**src/rtl/strm_wr_pkg.sv**
```systemverilog
package strm_wr_pkg;

    typedef enum logic [1:0] {
        CFG_IDLE = 2'd0,
        CFG_ADDR = 2'd1,
        CFG_CNT  = 2'd2
    } cfg_state_e;

    localparam logic [1:0] AXI_BURST_INCR = 2'b01;

endpackage

```
**src/rtl/strm_wr_fifo.sv**
```systemverilog
module strm_wr_fifo #(
    parameter int W     = 32,
    parameter int DEPTH = 16,
    localparam int PTR_W = $clog2(DEPTH),
    localparam int LVL_W = PTR_W + 1
) (
    input  logic             clk,
    input  logic             rst_n,
    input  logic             push_i,
    input  logic [W-1:0]     push_data_i,
    input  logic             pop_i,
    output logic [W-1:0]     head_o,
    output logic             empty_o,
    output logic             full_o,
    output logic [LVL_W-1:0] free_o
);

    typedef struct packed {
        logic [PTR_W-1:0] wp;
        logic [PTR_W-1:0] rp;
        logic [LVL_W-1:0] lvl;
    } fifo_t;

    fifo_t q, d;
    logic [W-1:0] mem [DEPTH];

    always_comb begin
        d = q;
        if (push_i) d.wp = q.wp + PTR_W'(1);
        if (pop_i)  d.rp = q.rp + PTR_W'(1);
        if (push_i && !pop_i)      d.lvl = q.lvl + LVL_W'(1);
        else if (pop_i && !push_i) d.lvl = q.lvl - LVL_W'(1);
    end

    always_ff @(posedge clk) begin
        if (!rst_n) q <= '0;
        else        q <= d;
    end

    always_ff @(posedge clk) begin
        if (push_i) mem[q.wp] <= push_data_i;
    end

    assign head_o  = mem[q.rp];
    assign empty_o = (q.lvl == '0);
    assign full_o  = (q.lvl == LVL_W'(DEPTH));
    assign free_o  = LVL_W'(DEPTH) - q.lvl;

endmodule

```
**src/rtl/strm_wr_cfg.sv**
```systemverilog
module strm_wr_cfg
    import strm_wr_pkg::*;
#(
    parameter int ADDR_W = 32,
    parameter int CNT_W  = 16
) (
    input  logic              clk,
    input  logic              rst_n,
    input  logic              cfg_wr_i,
    input  logic              cfg_sel_i,
    input  logic [ADDR_W-1:0] cfg_data_i,
    input  logic              busy_i,
    output logic              start_o,
    output logic [ADDR_W-1:0] start_addr_o,
    output logic [CNT_W-1:0]  start_cnt_o
);

    typedef struct packed {
        cfg_state_e        st;
        logic [ADDR_W-1:0] addr;
        logic [CNT_W-1:0]  cnt;
        logic              start;
    } cfg_t;

    cfg_t q, d;
    logic [CNT_W-1:0] wr_cnt;

    assign wr_cnt = cfg_data_i[CNT_W-1:0];

    always_comb begin
        d       = q;
        d.start = 1'b0;
        case (q.st)
            CFG_IDLE: begin
                // a pending start counts as busy so no second job slips in
                if (cfg_wr_i && cfg_sel_i && !busy_i && !q.start) d.st = CFG_ADDR;
            end
            CFG_ADDR: begin
                if (cfg_wr_i) begin
                    if (cfg_sel_i) begin
                        d.st = CFG_ADDR;
                    end else begin
                        d.addr = cfg_data_i;
                        d.st   = CFG_CNT;
                    end
                end
            end
            CFG_CNT: begin
                if (cfg_wr_i) begin
                    if (cfg_sel_i) begin
                        d.st = CFG_ADDR;
                    end else begin
                        d.cnt   = wr_cnt;
                        d.start = (wr_cnt != '0);
                        d.st    = CFG_IDLE;
                    end
                end
            end
            default: d.st = CFG_IDLE;
        endcase
    end

    always_ff @(posedge clk) begin
        if (!rst_n) q <= '0;
        else        q <= d;
    end

    assign start_o      = q.start;
    assign start_addr_o = q.addr;
    assign start_cnt_o  = q.cnt;

endmodule

```
**src/rtl/strm_wr_engine.sv**
```systemverilog
module strm_wr_engine #(
    parameter int DATA_W    = 32,
    parameter int ADDR_W    = 32,
    parameter int CNT_W     = 16,
    parameter int BURST_LEN = 4,
    localparam int LOG_BL = $clog2(BURST_LEN),
    localparam int BEAT_W = CNT_W + 1,
    localparam int STEP   = BURST_LEN * (DATA_W / 8)
) (
    input  logic              clk,
    input  logic              rst_n,
    input  logic              start_i,
    input  logic [ADDR_W-1:0] start_addr_i,
    input  logic [CNT_W-1:0]  start_cnt_i,
    input  logic              fifo_empty_i,
    input  logic [DATA_W-1:0] fifo_head_i,
    output logic              fifo_pop_o,
    output logic              awvalid_o,
    input  logic              awready_i,
    output logic [ADDR_W-1:0] awaddr_o,
    output logic              wvalid_o,
    input  logic              wready_i,
    output logic [DATA_W-1:0] wdata_o,
    output logic              wlast_o,
    input  logic              bvalid_i,
    output logic              busy_o
);

    typedef struct packed {
        logic              busy;
        logic              awvalid;
        logic [ADDR_W-1:0] awaddr;
        logic [BEAT_W-1:0] aw_left;
        logic [BEAT_W-1:0] b_left;
        logic [BEAT_W-1:0] beat_idx;
        logic [BEAT_W-1:0] beat_total;
        logic [CNT_W-1:0]  words;
    } eng_t;

    eng_t q, d;
    logic [BEAT_W-1:0] nb_start;
    logic pad, aw_hs, w_hs, b_hs;

    always_comb begin
        // bursts needed, rounded up to whole bursts
        nb_start   = ({1'b0, start_cnt_i} + BEAT_W'(BURST_LEN - 1)) >> LOG_BL;
        pad        = (q.beat_idx >= {1'b0, q.words});
        wvalid_o   = q.busy && (q.beat_idx != q.beat_total) && (pad || !fifo_empty_i);
        wlast_o    = &q.beat_idx[LOG_BL-1:0];
        wdata_o    = pad ? '0 : fifo_head_i;
        aw_hs      = q.awvalid && awready_i;
        w_hs       = wvalid_o && wready_i;
        b_hs       = q.busy && bvalid_i;
        fifo_pop_o = w_hs && !pad;

        d = q;
        if (aw_hs) begin
            d.aw_left = q.aw_left - BEAT_W'(1);
            d.awaddr  = q.awaddr + ADDR_W'(STEP);
            d.awvalid = (q.aw_left != BEAT_W'(1));
        end
        if (w_hs) d.beat_idx = q.beat_idx + BEAT_W'(1);
        if (b_hs) begin
            d.b_left = q.b_left - BEAT_W'(1);
            if (q.b_left == BEAT_W'(1)) d.busy = 1'b0;
        end
        if (start_i && !q.busy) begin
            d.busy       = 1'b1;
            d.awvalid    = 1'b1;
            d.awaddr     = start_addr_i;
            d.aw_left    = nb_start;
            d.b_left     = nb_start;
            d.beat_idx   = '0;
            d.beat_total = nb_start << LOG_BL;
            d.words      = start_cnt_i;
        end
    end

    always_ff @(posedge clk) begin
        if (!rst_n) q <= '0;
        else        q <= d;
    end

    assign awvalid_o = q.awvalid;
    assign awaddr_o  = q.awaddr;
    assign busy_o    = q.busy;

endmodule

```
**src/rtl/strm_burst_wr.sv**
```systemverilog
module strm_burst_wr
    import strm_wr_pkg::*;
#(
    parameter int DATA_W      = 32,
    parameter int ADDR_W      = 32,
    parameter int CNT_W       = 16,
    parameter int ID_W        = 4,
    parameter int BURST_LEN   = 4,
    parameter int FIFO_DEPTH  = 16,
    parameter int STOP_MARGIN = 4,
    localparam int STRB_W    = DATA_W / 8,
    localparam int SIZE_CODE = $clog2(STRB_W),
    localparam int LVL_W     = $clog2(FIFO_DEPTH) + 1
) (
    input  logic              clk,
    input  logic              rst_n,
    input  logic              cfg_wr,
    input  logic              cfg_sel,
    input  logic [ADDR_W-1:0] cfg_data,
    output logic              busy,
    input  logic              s_valid,
    input  logic [DATA_W-1:0] s_data,
    output logic              s_ready,
    output logic [ID_W-1:0]   m_awid,
    output logic [ADDR_W-1:0] m_awaddr,
    output logic [7:0]        m_awlen,
    output logic [2:0]        m_awsize,
    output logic [1:0]        m_awburst,
    output logic              m_awvalid,
    input  logic              m_awready,
    output logic [ID_W-1:0]   m_wid,
    output logic [DATA_W-1:0] m_wdata,
    output logic [STRB_W-1:0] m_wstrb,
    output logic              m_wlast,
    output logic              m_wvalid,
    input  logic              m_wready,
    input  logic              m_bvalid,
    output logic              m_bready
);

    logic              job_start;
    logic [ADDR_W-1:0] job_addr;
    logic [CNT_W-1:0]  job_cnt;
    logic              fifo_push, fifo_pop, fifo_empty, fifo_full;
    logic [DATA_W-1:0] fifo_head;
    logic [LVL_W-1:0]  fifo_free;

    strm_wr_cfg #(.ADDR_W(ADDR_W), .CNT_W(CNT_W)) u_cfg (
        .clk(clk), .rst_n(rst_n),
        .cfg_wr_i(cfg_wr), .cfg_sel_i(cfg_sel), .cfg_data_i(cfg_data),
        .busy_i(busy),
        .start_o(job_start), .start_addr_o(job_addr), .start_cnt_o(job_cnt)
    );

    assign fifo_push = s_valid && !fifo_full;

    strm_wr_fifo #(.W(DATA_W), .DEPTH(FIFO_DEPTH)) u_fifo (
        .clk(clk), .rst_n(rst_n),
        .push_i(fifo_push), .push_data_i(s_data), .pop_i(fifo_pop),
        .head_o(fifo_head), .empty_o(fifo_empty), .full_o(fifo_full),
        .free_o(fifo_free)
    );

    assign s_ready = (fifo_free > LVL_W'(STOP_MARGIN));

    strm_wr_engine #(
        .DATA_W(DATA_W), .ADDR_W(ADDR_W), .CNT_W(CNT_W), .BURST_LEN(BURST_LEN)
    ) u_eng (
        .clk(clk), .rst_n(rst_n),
        .start_i(job_start), .start_addr_i(job_addr), .start_cnt_i(job_cnt),
        .fifo_empty_i(fifo_empty), .fifo_head_i(fifo_head), .fifo_pop_o(fifo_pop),
        .awvalid_o(m_awvalid), .awready_i(m_awready), .awaddr_o(m_awaddr),
        .wvalid_o(m_wvalid), .wready_i(m_wready), .wdata_o(m_wdata), .wlast_o(m_wlast),
        .bvalid_i(m_bvalid), .busy_o(busy)
    );

    assign m_awid    = '0;
    assign m_wid     = '0;
    assign m_awlen   = 8'(BURST_LEN - 1);
    assign m_awsize  = 3'(SIZE_CODE);
    assign m_awburst = AXI_BURST_INCR;
    assign m_wstrb   = '1;
    assign m_bready  = 1'b1;

endmodule

```
**config.mk**
```make
export PLATFORM = sky130hd
export DESIGN_NAME = strm_burst_wr
export DESIGN_NICKNAME = d
export VERILOG_FILES = /design/src/rtl/strm_wr_pkg.sv /design/src/rtl/strm_wr_fifo.sv /design/src/rtl/strm_wr_cfg.sv /design/src/rtl/strm_wr_engine.sv /design/src/rtl/strm_burst_wr.sv
export SDC_FILE = /design/constraint.sdc
export NUM_CORES = 1
export LEC_CHECK = 0
export ABC_AREA = 1
export BUFFER_PORTS_ARGS = -buffer_cell sky130_fd_sc_hd__buf_2
export CORE_ASPECT_RATIO = 1.75
export CORE_MARGIN = 2
export CORE_UTILIZATION = 45
export CTS_CLUSTER_DIAMETER = 50
export DETAILED_ROUTE_END_ITERATION = 10
export PLACE_DENSITY_LB_ADDON = 0.12
export SLEW_MARGIN = 20
export SYNTH_ARGS = -nofsm -noshare
export SYNTH_HDL_FRONTEND = slang
export SYNTH_SLANG_ARGS = --single-unit
```
**constraint.sdc**
```tcl
create_clock -name clk -period 3.3 [get_ports clk]
set_input_delay 0.66 -clock clk [delete_from_list [all_inputs] [get_ports clk]]
set_output_delay 0.66 -clock clk [all_outputs]
set_load 0.05 [all_outputs]
```
==> results.json <==
{
  "finalCriticalPeriod_ps": 3310,
  "synth_mux_area_share_pct": 4.00,
  "insertion_delay_ps": 630,
  "coreArea_um2": 67200,
  "fraction_of_power_consumed_by_combinational_cells_pct": 3.8,
  "vias_per_cell": 5.43,
  "worst_path_largest_cell_delay_ps": 360,
  "design.portCount": 167,
  "grt_pass1_vias": 21600,
  "yosys.area_share.xor_xnor_pct": 0.693,
  "grt.overflow.total": 0,
  "synth_adder_area_share_pct": 1.47,
  "critPathArrivalTime_ps": 2650,
  "path_clk_slew_ps": 70,
  "layout_overhead_on_the_synthesized_area_pct": 17.2,
  "power.share.switching_pct": 22.0,
  "cp_cell_sequence": "ha_4, a21o_1, nor2_2, a21boi_2, nor2_4, inv_8, buf_6, nor3_4, buf_6, buf_12",
  "clockPowerShare_pct": 42.3,
  "ys_dominant_reg_cell": "sky130_fd_sc_hd__edfxtp_1",
  "async_flop_share_pct": 0,
  "drt_iter0_markers": 1463,
  "crit_path_top_cell_by_count": "sky130_fd_sc_hd__buf_6",
  "drt.antenna.violating_nets": 0,
  "initial_core_util_pct": 45.2,
  "final-max-slew-violation-count": 0,
  "critical_path_peak_fanout": 7,
  "largest_delay_contributor_family_on_the_critical_path": "simple AND/OR/NAND/NOR gates",
  "via_count": 21600,
  "first_pass_grt_wire_length_um": 127000,
  "worst_path_slowest_cell": "sky130_fd_sc_hd__dfxtp_4",
  "fin_skew_ps": 23.2,
  "syn_inst": 2901,
  "synth.yosys.seq_area_share_pct": 62.8,
  "dieArea_um2": 69600,
  "synth-edff-count": 512,
  "port_buffer_count": 140,
  "placement_rows": 126,
  "critPathBufInv": 4,
  "net-switching-power_mw": 3.89,
  "worst_hold_path.num_cells": 3,
  "maxCapViolations": 0,
  "clock-root-buffer": "sky130_fd_sc_hd__clkbuf_16",
  "rsz0062_at_grt": "yes",
  "run_status": "finished, violations left",
  "violated_checks": "setup timing",
  "synth_cell_types": 59,
  "synth_top_family_by_area": "simple AND/OR/NAND/NOR gates",
  "achievable-frequency_mhz": 302,
  "mappedNetlistArea_um2": 30300,
  "first_pass_iters": 5,
  "track_usage_pct": 23.9,
  "cts_tree": "done",
  "clock_tree_buffer_depth": 3,
  "leakagePower_nw": 13.1,
  "startpoint_type": "flop",
  "reg2reg_depth": 19,
  "wire_per_inst_um": 21.4,
  "grt_antenna_before_repair": 2,
  "routed_wirelength_um": 85100,
  "hold_viol": 0,
  "layout_setup_ws_ps": -12.5,
  "netlist_top_cells_area": "sky130_fd_sc_hd__edfxtp_1 (51%), sky130_fd_sc_hd__dfxtp_1 (12%), sky130_fd_sc_hd__nand2_1 (5.0%)",
  "synth.avg_cell_area_um2": 10.5,
  "die_w_um": 200,
  "depth_of_the_cts_h_tree": 3,
  "synth-compound-area-share_pct": 11.8,
  "timing.hold.worst.class": "primary input to flop",
  "place_hpwl_um": 52000,
  "synth_top_area_share_pct": 50.7,
  "numCtsBuffers": 66,
  "power.total_mw": 17.7,
  "grt_start_max_net_pins": 84,
  "vdd_ir_drop_max_mv": 0.619,
  "layout_worst_path_cycle_share_pct": 100,
  "setup_tns_ps": -24.0,
  "chipHeight_um": 348,
  "postSynthRegisterBits": 696,
  "worst_setup_path_end_kind": "output pin",
  "clock_sinks": 696,
  "power.density_cell_area_nw_per_um2": 498,
  "critical_path_depth": 10,
  "timing.max_slew.rel_slack_pct": 43.3,
  "post_synth_and_or_nand_nor_area_fraction_pct": 11.8,
  "timing_worst_slew_pin_value_ps": 848,
  "nFillCells": 6016,
  "setup_viol_count_final": 2,
  "critical_path_required_ps": 2640,
  "drive_gt1_share_pct": 16.3,
  "yosysTopAreaCell": "sky130_fd_sc_hd__edfxtp_1",
  "detailed_route_drc_error_count": 0,
  "yosysWarningCount": 0,
  "seqPwrFrac_pct": 53.9,
  "internal-power_mw": 13.8,
  "criticalPathCategory": "flop to output pin",
  "finish.net_count": 3144,
  "globalplace.congestion": 0.852
}
sequential cells by signal, summed over array words and instances (netlist names), named ones only:
name and count:
u_eng.awvalid_o 1, u_cfg.start_cnt_o 16, u_fifo.q 13, u_cfg.start_addr_o 32
u_eng.awaddr_o 32, u_eng.q 82, u_cfg.start_o 1, u_eng.busy_o 1
u_fifo.mem 512, u_cfg.q 2
cells by family after synthesis:
family                   count (synthesis)
adder cells (fa/ha/maj)                 35
multiplexers                           121
buffers and inverters                  527
other                                    2
flip-flops                             696
AO/OA/AOI/OAI                          665
XOR/XNOR                                24
AND/OR/NAND/NOR                        831
final cells by class:
type | instances | area [um^2] | share of cell area [%]
diodes | 1 | 2.50 | 0.00704
clock buffers | 82 | 1760 | 4.96
clock inverters | 35 | 324 | 0.911
inverters | 331 | 1260 | 3.55
multi-input cells | 1702 | 9770 | 27.5
flip-flops and latches | 696 | 19100 | 53.7
well taps | 896 | 1120 | 3.15
repair buffers | 239 | 2210 | 6.21
repair inverters | 1 | 8.76 | 0.0246
path summary, 6_finish.rpt:
kind,endpoint,slack (ps),startpoint
max reg2reg,u_fifo.q[4],220,u_eng.q[7]
min reg2reg,u_cfg.start_addr_o[2],450,u_cfg.start_addr_o[2]
min,u_cfg.start_addr_o[18],300,cfg_data[18]
max,m_wdata[13],-10,u_eng.q[41]
what timing repair did:
action | in CTS | in global routing
endpoints found under the setup margin | 32 | 33
hold endpoints to repair | 0 | 0
gates resized for setup | 95 | 79
gates cloned | 5 | 3
hold buffers | 0 | 0
setup buffers | 8 | 6
pin swaps | 26 | 10
worst register-to-register path, stage by stage, from the launching register on:
cell and delay [ps]:
sky130_fd_sc_hd__dfxtp_1 310, sky130_fd_sc_hd__inv_1 80, sky130_fd_sc_hd__ha_4 280, sky130_fd_sc_hd__nand4_1 150, sky130_fd_sc_hd__inv_1 110, sky130_fd_sc_hd__nand2_2 60
sky130_fd_sc_hd__a21boi_2 180, sky130_fd_sc_hd__nor2_4 90, sky130_fd_sc_hd__buf_4 150, sky130_fd_sc_hd__nand4_2 90, sky130_fd_sc_hd__ha_1 200, sky130_fd_sc_hd__inv_1 110
sky130_fd_sc_hd__fa_1 430, sky130_fd_sc_hd__a21o_1 180, sky130_fd_sc_hd__a21oi_1 150, sky130_fd_sc_hd__nor2_1 60, sky130_fd_sc_hd__nor2_1 80, sky130_fd_sc_hd__nand2_1 70
sky130_fd_sc_hd__o21ai_0 140, sky130_fd_sc_hd__a21oi_1 50
power by group through the flow:
stage | Sequential, mW | Clock, mW | Combinational [mW]
2_1_floorplan | 9.74 | 0 | 0.373
3_3_place_gp | 9.74 | 0 | 0.641
3_5_place_dp | 9.74 | 0 | 0.656
4_1_cts | 9.55 | 7.66 | 0.668
5_1_grt | 9.55 | 7.99 | 0.731
6_report | 9.55 | 7.49 | 0.670
per-layer routing:
| layer | GRT usage, % | wire length, um | up-vias |
|---|---|---|---|
| li1 | - | - | 10300 |
| met3 | 2.90 | 3560 | 196 |
| met4 | 12.8 | 4080 | 0 |
| met1 | 26.3 | 32200 | 10500 |
| met5 | 0 | 0 | - |
| met2 | 44.7 | 45300 | 599 |
cells in the final DEF, fill, tap and decap left out, drive strengths merged, types with 2 or more instances in the layout:
| cell type | count |
|---|---|
| edfxtp | 512 |
| nand2 | 411 |
| inv | 334 |
| o21ai | 268 |
| a21oi | 259 |
| buf | 235 |
| nor2 | 204 |
| dfxtp | 184 |
| mux2i | 119 |
| nand3 | 100 |
| clkbuf | 85 |
| a31oi | 77 |
| nor3 | 60 |
| nand4 | 35 |
| ha | 34 |
| o22ai | 26 |
| conb | 26 |
| clkinv | 24 |
| xor2 | 22 |
| nor4 | 10 |
| o211ai | 9 |
| a211oi | 9 |
| or2 | 6 |
| clkinvlp | 5 |
| bufinv | 4 |
| o21a | 3 |
| a21o | 3 |
| mux2 | 2 |
| o221ai | 2 |
| a22oi | 2 |
| xnor2 | 2 |
| o31ai | 2 |
stage by stage:
step | setup slack (ps) | area, um^2 | utilization [%] | cells | hold slack, ps
after global placement | 148 | 32400 | 48.3 | 3844 | 435
after floorplan | -7.80 | 30400 | - | 2925 | 425
after CTS | -11.4 | 35100 | 52.3 | 3973 | 271
final | -12.5 | 35600 | 53.0 | 3983 | 296
after detailed placement | 137 | 32400 | 48.3 | 3844 | 445
after global routing | -105 | 35600 | 53.0 | 3982 | 311
synthesized netlist by cell type, drive strengths merged (77+ instances only):
cell / instances
mux2i: 119
o21ai: 268
nor2: 204
nand3: 100
clkbuf: 81
dfxtp: 184
edfxtp: 512
a31oi: 77
nand2: 411
buf: 115
inv: 331
a21oi: 259
(Power assumes the default switching activity.)
